$ cat config.mk
export PLATFORM = sky130hd
export DESIGN_NAME = bitop_seq
export DESIGN_NICKNAME = d
export VERILOG_FILES = /design/src/rtl/bitop_seq.sv
export SDC_FILE = /design/constraint.sdc
export NUM_CORES = 1
export LEC_CHECK = 0
export BUFFER_PORTS_ARGS = -buffer_cell sky130_fd_sc_hd__buf_2
export CORE_ASPECT_RATIO = 1.25
export CORE_MARGIN = 1.5
export CORE_UTILIZATION = 35
export DETAILED_ROUTE_END_ITERATION = 10
export PLACE_DENSITY = 0.61
export SKIP_LAST_GASP = 1
export SYNTH_ARGS = -nofsm -noshare
export SYNTH_HDL_FRONTEND = slang
export SYNTH_SLANG_ARGS = --single-unit
$ cat constraint.sdc
create_clock -name clk -period 5.3 [get_ports clk]
set_input_delay 1.325 -clock clk [delete_from_list [all_inputs] [get_ports clk]]
set_output_delay 1.325 -clock clk [all_outputs]
set_load 0.005 [all_outputs]
$ cat src/rtl/bitop_seq.sv
module bitop_seq #(
  parameter int ROW_W = 10,
  parameter int T_RAS = 7,
  parameter int T_RP  = 3
) (
  input  logic             clk,
  input  logic             rst_n,
  input  logic             req_valid,
  output logic             req_ready,
  input  logic [ROW_W-1:0] req_row_a,
  input  logic [ROW_W-1:0] req_row_b,
  input  logic [ROW_W-1:0] req_row_c,
  input  logic             req_op,
  input  logic             req_fast,
  output logic [1:0]       cmd_op,
  output logic [ROW_W-1:0] cmd_row,
  output logic             done,
  output logic             err
);
  localparam int CW = $clog2(2*T_RAS + T_RP + 2) + 1;
  localparam logic [ROW_W-1:0] ROW_O  = {ROW_W{1'b1}};
  localparam logic [ROW_W-1:0] ROW_Z  = ROW_O - ROW_W'(1);
  localparam logic [ROW_W-1:0] ROW_S3 = ROW_O - ROW_W'(2);
  localparam logic [ROW_W-1:0] ROW_S2 = ROW_O - ROW_W'(3);
  localparam logic [ROW_W-1:0] ROW_S1 = ROW_O - ROW_W'(4);
  localparam logic [1:0] C_NOP = 2'b00, C_ACT = 2'b01, C_PRE = 2'b10, C_TRI = 2'b11;

  logic             busy, op_q, fast_q;
  logic [ROW_W-1:0] a_q, b_q, c_q, src, dst;
  logic [1:0]       copy_q, phase_q;
  logic [CW-1:0]    wait_q, gap;

  wire bad    = (req_row_a >= ROW_S1) || (req_row_b >= ROW_S1) || (req_row_c >= ROW_S1);
  wire accept = req_valid && !busy;
  wire fire   = busy && (wait_q == '0);
  wire issue  = fire && (phase_q != 2'd3);

  assign req_ready = !busy;
  assign done      = fire && (phase_q == 2'd3);

  always_comb begin
    case (copy_q)
      2'd0:    begin src = a_q;                  dst = ROW_S1; end
      2'd1:    begin src = b_q;                  dst = ROW_S2; end
      2'd2:    begin src = op_q ? ROW_O : ROW_Z; dst = ROW_S3; end
      default: begin src = ROW_S1;               dst = c_q;    end
    endcase
  end

  always_comb begin
    case (phase_q)
      2'd0:    gap = fast_q ? CW'(1) : CW'(T_RAS);
      2'd1:    gap = fast_q ? CW'(T_RAS - 1) : CW'(T_RAS);
      default: gap = CW'(T_RP);
    endcase
  end

  always_comb begin
    cmd_op  = C_NOP;
    cmd_row = '0;
    if (issue) begin
      case (phase_q)
        2'd0:    begin cmd_op = (copy_q == 2'd3) ? C_TRI : C_ACT; cmd_row = src; end
        2'd1:    begin cmd_op = C_ACT; cmd_row = dst; end
        default: begin cmd_op = C_PRE; cmd_row = dst; end
      endcase
    end
  end

  always_ff @(posedge clk) begin
    if (!rst_n) begin
      busy    <= 1'b0;
      err     <= 1'b0;
      a_q     <= '0;
      b_q     <= '0;
      c_q     <= '0;
      op_q    <= 1'b0;
      fast_q  <= 1'b0;
      copy_q  <= '0;
      phase_q <= '0;
      wait_q  <= '0;
    end else begin
      err <= accept && bad;
      if (accept) begin
        busy    <= !bad;
        a_q     <= req_row_a;
        b_q     <= req_row_b;
        c_q     <= req_row_c;
        op_q    <= req_op;
        fast_q  <= req_fast;
        copy_q  <= '0;
        phase_q <= '0;
        wait_q  <= '0;
      end else if (fire) begin
        if (done) begin
          busy <= 1'b0;
        end else begin
          wait_q <= gap - CW'(1);
          if (phase_q == 2'd2) begin
            if (copy_q == 2'd3) phase_q <= 2'd3;
            else begin
              phase_q <= 2'd0;
              copy_q  <= copy_q + 2'd1;
            end
          end else begin
            phase_q <= phase_q + 2'd1;
          end
        end
      end else if (busy) begin
        wait_q <= wait_q - CW'(1);
      end
    end
  end

  logic [CW-1:0] pre_age, act_age;
  logic          pre_seen;
  always_ff @(posedge clk) begin
    if (!rst_n) begin
      pre_age  <= '0;
      act_age  <= '0;
      pre_seen <= 1'b0;
    end else begin
      if (cmd_op == C_PRE) begin
        pre_age  <= CW'(1);
        pre_seen <= 1'b1;
      end else if (pre_age != {CW{1'b1}}) pre_age <= pre_age + CW'(1);
      if (cmd_op == C_ACT || cmd_op == C_TRI) act_age <= CW'(1);
      else if (act_age != {CW{1'b1}}) act_age <= act_age + CW'(1);
    end
  end

  AST_RP_GAP: assert property (@(posedge clk) disable iff (!rst_n)
    ((cmd_op == C_ACT || cmd_op == C_TRI) && pre_seen) |-> pre_age >= CW'(T_RP));
  AST_RAS_GAP: assert property (@(posedge clk) disable iff (!rst_n)
    (cmd_op == C_PRE) |-> act_age >= (fast_q ? CW'(T_RAS - 1) : CW'(T_RAS)));
  AST_FAST_OVERLAP: assert property (@(posedge clk) disable iff (!rst_n)
    (cmd_op == C_ACT && fast_q && phase_q == 2'd1) |-> act_age == CW'(1));
  AST_DONE_PULSE: assert property (@(posedge clk) disable iff (!rst_n)
    done |=> !done);
  AST_ERR_QUIET: assert property (@(posedge clk) disable iff (!rst_n)
    err |-> (cmd_op == C_NOP && req_ready));
  AST_DST_SAFE: assert property (@(posedge clk) disable iff (!rst_n)
    (cmd_op == C_ACT && phase_q == 2'd1) |-> (cmd_row >= ROW_S1 && cmd_row <= ROW_S3) || cmd_row == c_q);
  AST_BUSY_HOLD: assert property (@(posedge clk) disable iff (!rst_n)
    (!req_ready && !done) |=> !req_ready);
endmodule

=== Word level (Yosys, flattened, before mapping) ===
Index checks and enable logic that the tools add are counted.

* Input bits: 35
* Bits in registers: 44
* Output and inout bits: 15

* $add $sub $neg: 4
* Reduce and logical (&&, ||, !) cells: 20
* Order comparisons: 3
* Equality and inequality tests: 8
* Mux-type cells: 19
* Bitwise operators: 3

{| class="wikitable"
|+ Operator list
! operator !! count
|-
| 10-bit case mux with 3 select lines || 2
|-
| 10-bit >= comparator, second input constant || 3
|-
| 10-bit 2-to-1 mux || 2
|-
| 6-bit 2-to-1 mux || 3
|-
| 6-bit by 1-bit subtractor with 6-bit output, second input constant || 2
|-
| 2-bit == test, second input constant || 4
|-
| 2-bit 2-to-1 mux || 4
|-
| 6-bit zero test || 1
|-
| 3-bit case mux with 2 select lines || 1
|-
| 2-bit AND reduction || 3
|-
| 2-bit nonzero test || 3
|-
| 1-bit logical AND || 5
|-
| 1-bit 2-to-1 mux || 5
|-
| 2-bit by 1-bit adder with 2-bit output, second input constant || 2
|-
| 2-bit by 1-bit == test with 1-bit output, second input constant || 2
|-
| 2-bit zero test || 2
|-
| 2-bit inequality test, second input constant || 2
|-
| 2-bit case mux with 2 select lines || 1
|-
| 4-bit AND reduction || 1
|-
| 3-bit 2-to-1 mux || 1
|-
| 1-bit inverter || 3
|-
| 1-bit zero test || 2
|-
| 1-bit logical OR || 2
|-
| 2-bit OR reduction || 1
|}

=== Logic depth before layout (Yosys ltp) ===
Gate-level depths: netlist (run 1).

* Word-level depth: 6
* Depth in mapped cells: 7

=== Worst setup path after synthesis (run 1) ===
OpenSTA, ideal clock, no wires.

* Path kind: flip-flop to output port
* From: register phase_q[0]
* To: output cmd_row[3]
* Buffers on the path: 3
* Slack: 2.469 ns
* Required time: 3.975 ns
* Arrival: 1.506 ns
* Stages on the path, launching flop included: 8
* Cells stage by stage: dfxtp_1 buf_2 or2_1 buf_2 or3_1 clkbuf_1 a221oi_1 nor3_1

* Longest elaborated chain between the ends: 3
* Elaborated cells on any way between the ends: 5
* Those cells by class: eq/ne: 1; mux: 2; reduce/logical: 2

{| class="wikitable"
|+ Ends and longest elaborated chain
! item !! RTL line !! text
|-
| from (decl) || 30 || <nowiki>logic [1:0] copy_q, phase_q;</nowiki>
|-
| from (signal assigned) || 106 || <nowiki>phase_q <= phase_q + 2'd1;</nowiki>
|-
| 2-bit zero test / 2-bit inequality test (equally long branches) || 62, 36 ||
|-
| 10-bit 2-to-1 mux / 1-bit logical AND (equally long branches) || 62, 36 ||
|-
| 10-bit 2-to-1 mux * || 61 || <nowiki>if (issue) begin</nowiki>
|-
| to (decl) || 16 || <nowiki>output logic [ROW_W-1:0] cmd_row,</nowiki>
|}

Mark *: on every way between the ends. The rest lies on a longest branch, timed or not.

=== Worst setup path in the final report (run 1) ===
* From: register wait_q[0]
* To: output cmd_row[0]

* Longest elaborated chain between the ends: 4

{| class="wikitable"
|+ Ends and longest elaborated chain
! item !! RTL line !! text
|-
| from (decl) || 31 || <nowiki>logic [CW-1:0] wait_q, gap;</nowiki>
|-
| from (signal assigned) || 98 || <nowiki>wait_q <= gap - CW'(1);</nowiki>
|-
| from (signal assigned) || 110 || <nowiki>wait_q <= wait_q - CW'(1);</nowiki>
|-
| 6-bit zero test || 35 || <nowiki>wire fire = busy && (wait_q == '0);</nowiki>
|-
| 1-bit logical AND || 35 ||
|-
| 1-bit logical AND || 36 || <nowiki>wire issue = fire && (phase_q != 2'd3);</nowiki>
|-
| 10-bit 2-to-1 mux || 61 ||
|}

Every way passes these cells.

==> flow_summary_export.csv, run 1 <==
group,metric,value,unit
min_path,whs_endpoint,"wait_q[5]",
detailed_routing,via_per_inst,5.59,
sta,finalSetupViolCount,0,
synth,synthDominantCellAreaShare,45.0,%
critical_path,path_class,"register to output pin",
finish,num_antenna_cells,0,
grt,grt_pass1_vias,1653,
placement,dpl_cell_area,2240,µm²
placement,gp_congestion,0.823,
clock_network,cts_buffers,5,
sta,slew-limit-headroom,71.9,%
min_path,min_from,"wait_q[5]",
sta,rsz0062_at_grt,"false",
power,power-per-cell-area,308,nW/µm²
clock_network,cts_sinks,44,
sta,min_period_over_period,63.9,%
min_path,hold_path_class,"register to register",
critical_path,worstPathArrival,2060,ps
detailed_routing,dr.pass1.iters,4,
detailed_routing,drt_iter0_drc,81,
synth,syn_area_per_cell,9.36,µm²
detailed_routing,drc,0,
power,power,0.000719,W
detailed_routing,antenna_left,0,
clock_network,clock-root-buffer,"clkbuf_8",
finish,drive_gt1_share,25.2,%
finish,fin_area,2340,µm²
grt,grt_antenna_before_repair,0,
critical_path,ff2ff_setup_slack,3150,ps
clock_network,htree_num_levels,2,
sta,maxSlewViolCount,0,
placement,post-dp-hpwl,3700,µm
clock_network,ctsResizeCount,0,
clock_network,clkTransAtPathRegs,90,ps
synth,ys_seq_area_share,45.0,%
outcome,status,"finished clean",
grt,grt_usage,17.2,%
detailed_routing,num_vias,1778,
critical_path,worst-r2r-cell-count,6,
critical_path,worstSetupEndpointType,"output pin",
synth,ys_types,40,
power,ir_worst_vdd,0.119,mV
synth,yosysWarnings,0,
detailed_routing,totalWireLength,4980,µm
sta,fin_crit,3380,ps
finish,area_delta_synth_final,19.4,%
floorplan,fp-row-count,30,
sta,fmax,295,MHz
sta,tightest_slew,415,ps
clock_network,cts_tree,"yes",
min_path,hold_depth,1,
floorplan,initial_core_util,36.2,%
sta,hold_viol,0,
clock_network,worstSkewPairLatency,300,ps
floorplan,chipHeight,86.6,µm
synth,synth_nets,249,
synth,syn_inst,209,
critical_path,r2r-start,"wait_q[0]",
floorplan,io-pin-count,50,
finish,final_nets,293,
clock_network,cts.path.max_buffers,2,
grt,grt_pass1_wl,8080,µm
synth,yosys_register_bits,44,
grt,grt_overflow,0,
finish,fillers,570,
critical_path,rr_endpoint,"wait_q[2]",
critical_path,cp-start-kind,"register",
clock_network,post_cts_buffers,0,
power,p_leak,0.989,nW
clock_network,cts.hold.buffers_added,0,
floorplan,die_width,69.9,µm
floorplan,core_area,5410,µm²
synth,synth_area_leaders,"dfxtp_1, a22o_1, nor3_1",
sta,skew,8.16,ps
critical_path,crit_fanout,10,
sta,tns,0,ps
grt,grt_max_degree,35,
critical_path,critPathRequiredTime,3970,ps
placement,portBuffers,49,
job,max_cap_viol_count,0,
synth,synth_area_leader_cell,"dfxtp_1",
synth,syn-cell-area,1960,µm²
detailed_routing,wl_per_cell,15.7,µm
floorplan,dieArea,6050,µm²
power breakdown:
part / leakage, nW / total, W / internal, W / switching, W
Clock: 0.0445 / 0.000222 / 0.000106 / 0.000116
Combinational: 0.585 / 0.000127 / 0.0000581 / 0.0000690
Sequential: 0.360 / 0.000370 / 0.000353 / 0.0000175
Total: 0.989 / 0.000719 / 0.000517 / 0.000202
per-layer routing:
metal / track usage [%] / vias to the layer above / wire length, µm / share of wire [%]
li1: - / 880 / - / -
met4: 8.04 / 0 / 151 / 3.0
met2: 28.0 / 58 / 2340 / 47
met5: 0 / - / 0 / 0
met3: 3.95 / 12 / 287 / 5.8
met1: 21.6 / 828 / 2200 / 44
sequential cells by signal, summed over array words and instances (netlist names):
| signal | count |
|---|---|
| a_q | 10 |
| b_q | 10 |
| c_q | 10 |
| wait_q | 6 |
| copy_q | 2 |
| phase_q | 2 |
| busy | 1 |
| err | 1 |
| fast_q | 1 |
| op_q | 1 |
worst max-delay path, stage by stage, from the launching register on:
cell and delay (ps):
dfxtp_1 360, or4b_4 600, nor2_2 180, nand2_2 180, a311oi_1 270, buf_2 160
metrics by stage:
step                hold WS [ps]  instances  util, %  setup WS (ps)
floorplan                    441        209        -           2470
finish                       477        318     43.2           1920
global placement             461        310     41.5           2230
CTS                          474        318     43.2           1880
global route                 485        318     43.2           1750
detailed placement           460        310     41.5           2220
how the worst max path moves through the flow:
stage                     from    endpoint  slack (ps)  cells after the start
global route         wait_q[0]  cmd_row[0]        1750                      5
detailed placement   copy_q[0]  cmd_row[9]        2220                      6
global placement    phase_q[0]  cmd_row[9]        2230                      5
finish               wait_q[0]  cmd_row[0]        1920                      5
floorplan           phase_q[0]  cmd_row[3]        2470                      7
CTS                  wait_q[0]  cmd_row[0]        1880                      5
cell families after synthesis:
kind of cell / count (synthesis) / synth area share [%]
buffers and inverters: 18 / 3.58
and+or+nand+nor: 74 / 20.6
adders and majority gates: 5 / 3.20
AOI/OAI and AO/OA: 65 / 26.2
muxes: 2 / 1.02
xor gates and xnor gates: 1 / 0.448
DFF: 44 / 45.0
layout make-up:
| type | count | area (µm²) | area share, % |
|---|---|---|---|
| Sequential cell | 44 | 881 | 37.7 |
| Tap cell | 64 | 80.1 | 3.43 |
| Clock buffer | 7 | 86.3 | 3.70 |
| Clock inverter | 1 | 7.51 | 0.321 |
| Multi-Input combinational cell | 147 | 1010 | 43.1 |
| Inverter | 4 | 15.0 | 0.643 |
| Timing Repair Buffer | 51 | 260 | 11.1 |
layout by cell type, fill, tap and decap left out, drive strengths merged, types with 3 or more instances in the layout:
master / netlist / routed
nand2b: 3 / 3
nor2: 21 / 21
nand2: 9 / 9
a221oi: 8 / 8
ha: 5 / 5
inv: 4 / 4
o21ai: 4 / 4
nand4: 4 / 4
dfxtp: 44 / 44
nor3: 16 / 16
clkbuf: 10 / 7
nand3: 7 / 7
or3: 3 / 3
a21oi: 11 / 11
a22o: 33 / 33
buf: 4 / 51
synthesized netlist by cell type:
cell type  instances
dfxtp_1           44
inv_1              4
nand4b_1           1
and3_1             1
nand2_2            1
mux2i_1            2
nor2_1            20
nand2_1            8
xnor2_1            1
nor2_2             1
a21oi_1           11
o41a_1             1
o21ai_0            4
o311a_1            1
a311oi_1           1
a41oi_1            1
nor4b_4            1
ha_1               5
nor2b_1            2
buf_2              2
nand3_1            7
and2_1             1
a211oi_1           1
a221oi_1           8
or2_1              1
a211o_1            2
o21a_1             1
or4b_1             1
or2_2              1
buf_1              2
a22o_1            33
or4b_4             1
nand4_1            4
clkbuf_1          10
or3_1              2
a31oi_1            1
nor4b_1            1
nand2b_1           3
nor3_1            16
or3_4              1
Power figures use the tool's default switching activity.
==> run 2, diff against run 1 <==
==> constraint.sdc (replaced) <==
create_clock -name clk -period 3.2 [get_ports clk]
set_input_delay 0.8 -clock clk [delete_from_list [all_inputs] [get_ports clk]]
set_output_delay 0.8 -clock clk [all_outputs]
set_load 0.005 [all_outputs]
==> flow_summary_export.csv, run 2 (synthesis gave the netlist of run 1 again) <==
group,metric,value,unit
sta,slew-limit-headroom,70.2,%
finish,reg_top3,"a_q (10), b_q (10), c_q (10)",
clock_network,cts_buffers,5,
outcome,status,"finished clean",
critical_path,worstSetupEndpointType,"output pin",
grt,grt_max_degree,35,
job,max_cap_viol_count,0,
sta,hold_viol,0,
detailed_routing,antenna_left,0,
critical_path,path_class,"register to output pin",
critical_path,slowest_delay,610,ps
grt,grt_pass1_wl,8120,µm
sta,tns,0,ps
finish,fillers,556,
clock_network,worstSkewPairLatency,300,ps
sta,skew,5.27,ps
critical_path,critPathRequiredTime,2400,ps
clock_network,clock-root-buffer,"clkbuf_8",
floorplan,fp-row-count,30,
floorplan,die_width,69.9,µm
sta,min_period_over_period,89.8,%
finish,final_cell_mix,"buf_2, dfxtp_1, a22o_1, nor2_1, nor3_1",
sta,finalSetupViolCount,0,
floorplan,dieArea,6050,µm²
grt,grt_usage,17.0,%
grt,grt_overflow,0,
finish,post-route-util,43.7,%
power,power,0.00127,W
critical_path,crit_buf_inv,1,
floorplan,core_area,5410,µm²
placement,dpl_cell_area,2240,µm²
detailed_routing,drt_iter0_drc,104,
floorplan,initial_core_util,36.2,%
min_path,hold_path_class,"register to register",
detailed_routing,dr.pass1.iters,4,
finish,drive_gt1_share,25.6,%
placement,gp_congestion,0.820,
power,p_leak,1.01,nW
critical_path,crit_fanout,10,
clock_network,cts.path.max_buffers,2,
floorplan,io-pin-count,50,
detailed_routing,num_vias,1787,
placement,post-dp-hpwl,3650,µm
finish,fin_area,2360,µm²
floorplan,chipHeight,86.6,µm
clock_network,cts.hold.buffers_added,0,
sta,fmax,348,MHz
finish,layout_commonest_cell,"buf_2",
placement,portBuffers,49,
sta,fin_crit,2870,ps
sta,tightest_slew,443,ps
power,power-per-cell-area,539,nW/µm²
detailed_routing,totalWireLength,4940,µm
detailed_routing,drc,0,
critical_path,worstPathArrival,2070,ps
grt,grt_pass1_vias,1691,
clock_network,clkTransAtPathRegs,90,ps
sta,rsz0062_at_grt,"false",
critical_path,worst_path_dominant_cell_family,"simple AND/OR/NAND/NOR gates",
clock_network,cts_tree,"yes",
detailed_routing,via_per_inst,5.62,
grt,grt_antenna_before_repair,0,
finish,final_nets,293,
finish,area_delta_synth_final,20.8,%
clock_network,ctsResizeCount,0,
power,ir_worst_vdd,0.275,mV
clock_network,cts_sinks,44,
finish,num_antenna_cells,0,
critical_path,cp-start-kind,"register",
detailed_routing,wl_per_cell,15.5,µm
critical_path,cp_cell_sequence,"or4b_4 > nor2_2 > nand2_2 > a311oi_1 > buf_2",
critical_path,critPathSlowestCell,"or4b_4",
clock_network,post_cts_buffers,0,
clock_network,htree_num_levels,2,
sta,maxSlewViolCount,0,
run 2: area by class of cell:
type | instances | area [µm²] | share of cell area (%)
clock buffer | 6 | 82.6 | 3.49
clock inverter | 2 | 38.8 | 1.64
inverter | 4 | 15.0 | 0.635
multi-input combinational | 147 | 1010 | 42.6
sequential | 44 | 881 | 37.3
tap | 64 | 80.1 | 3.39
timing repair buffer | 51 | 260 | 11.0
run 2: stage by stage:
step | cells | hold slack (ps) | worst slack, ps
2_1_floorplan | 209 | 441 | 894
3_3_place_gp | 310 | 454 | 666
3_5_place_dp | 310 | 451 | 655
4_1_cts | 318 | 464 | 305
5_1_grt | 318 | 469 | 168
6_report | 318 | 467 | 325
run 2: path summary, 6_finish.rpt:
kind | start | endpoint | slack, ps | cells after the start
setup / recovery | wait_q[0] | cmd_row[0] | 330 | 5
setup reg to reg | wait_q[0] | wait_q[2] | 1060 | 6
hold / removal | wait_q[5] | wait_q[5] | 470 | 1
hold reg to reg | wait_q[5] | wait_q[5] | 470 | 1
run 2: layer usage:
layer	global-route usage, %	wire length (µm)	share of wire (%)
met5	0	0	0
met4	6.29	100	2.0
met1	22.1	2260	46
met2	28.0	2370	48
met3	3.26	221	4.5
run 2: report_power, final:
group / internal, W / total [W] / switching, W
Clock: 0.000255 / 0.000449 / 0.000194
Sequential: 0.000585 / 0.000614 / 0.0000298
Combinational: 0.0000962 / 0.000210 / 0.000114
Total: 0.000936 / 0.00127 / 0.000338
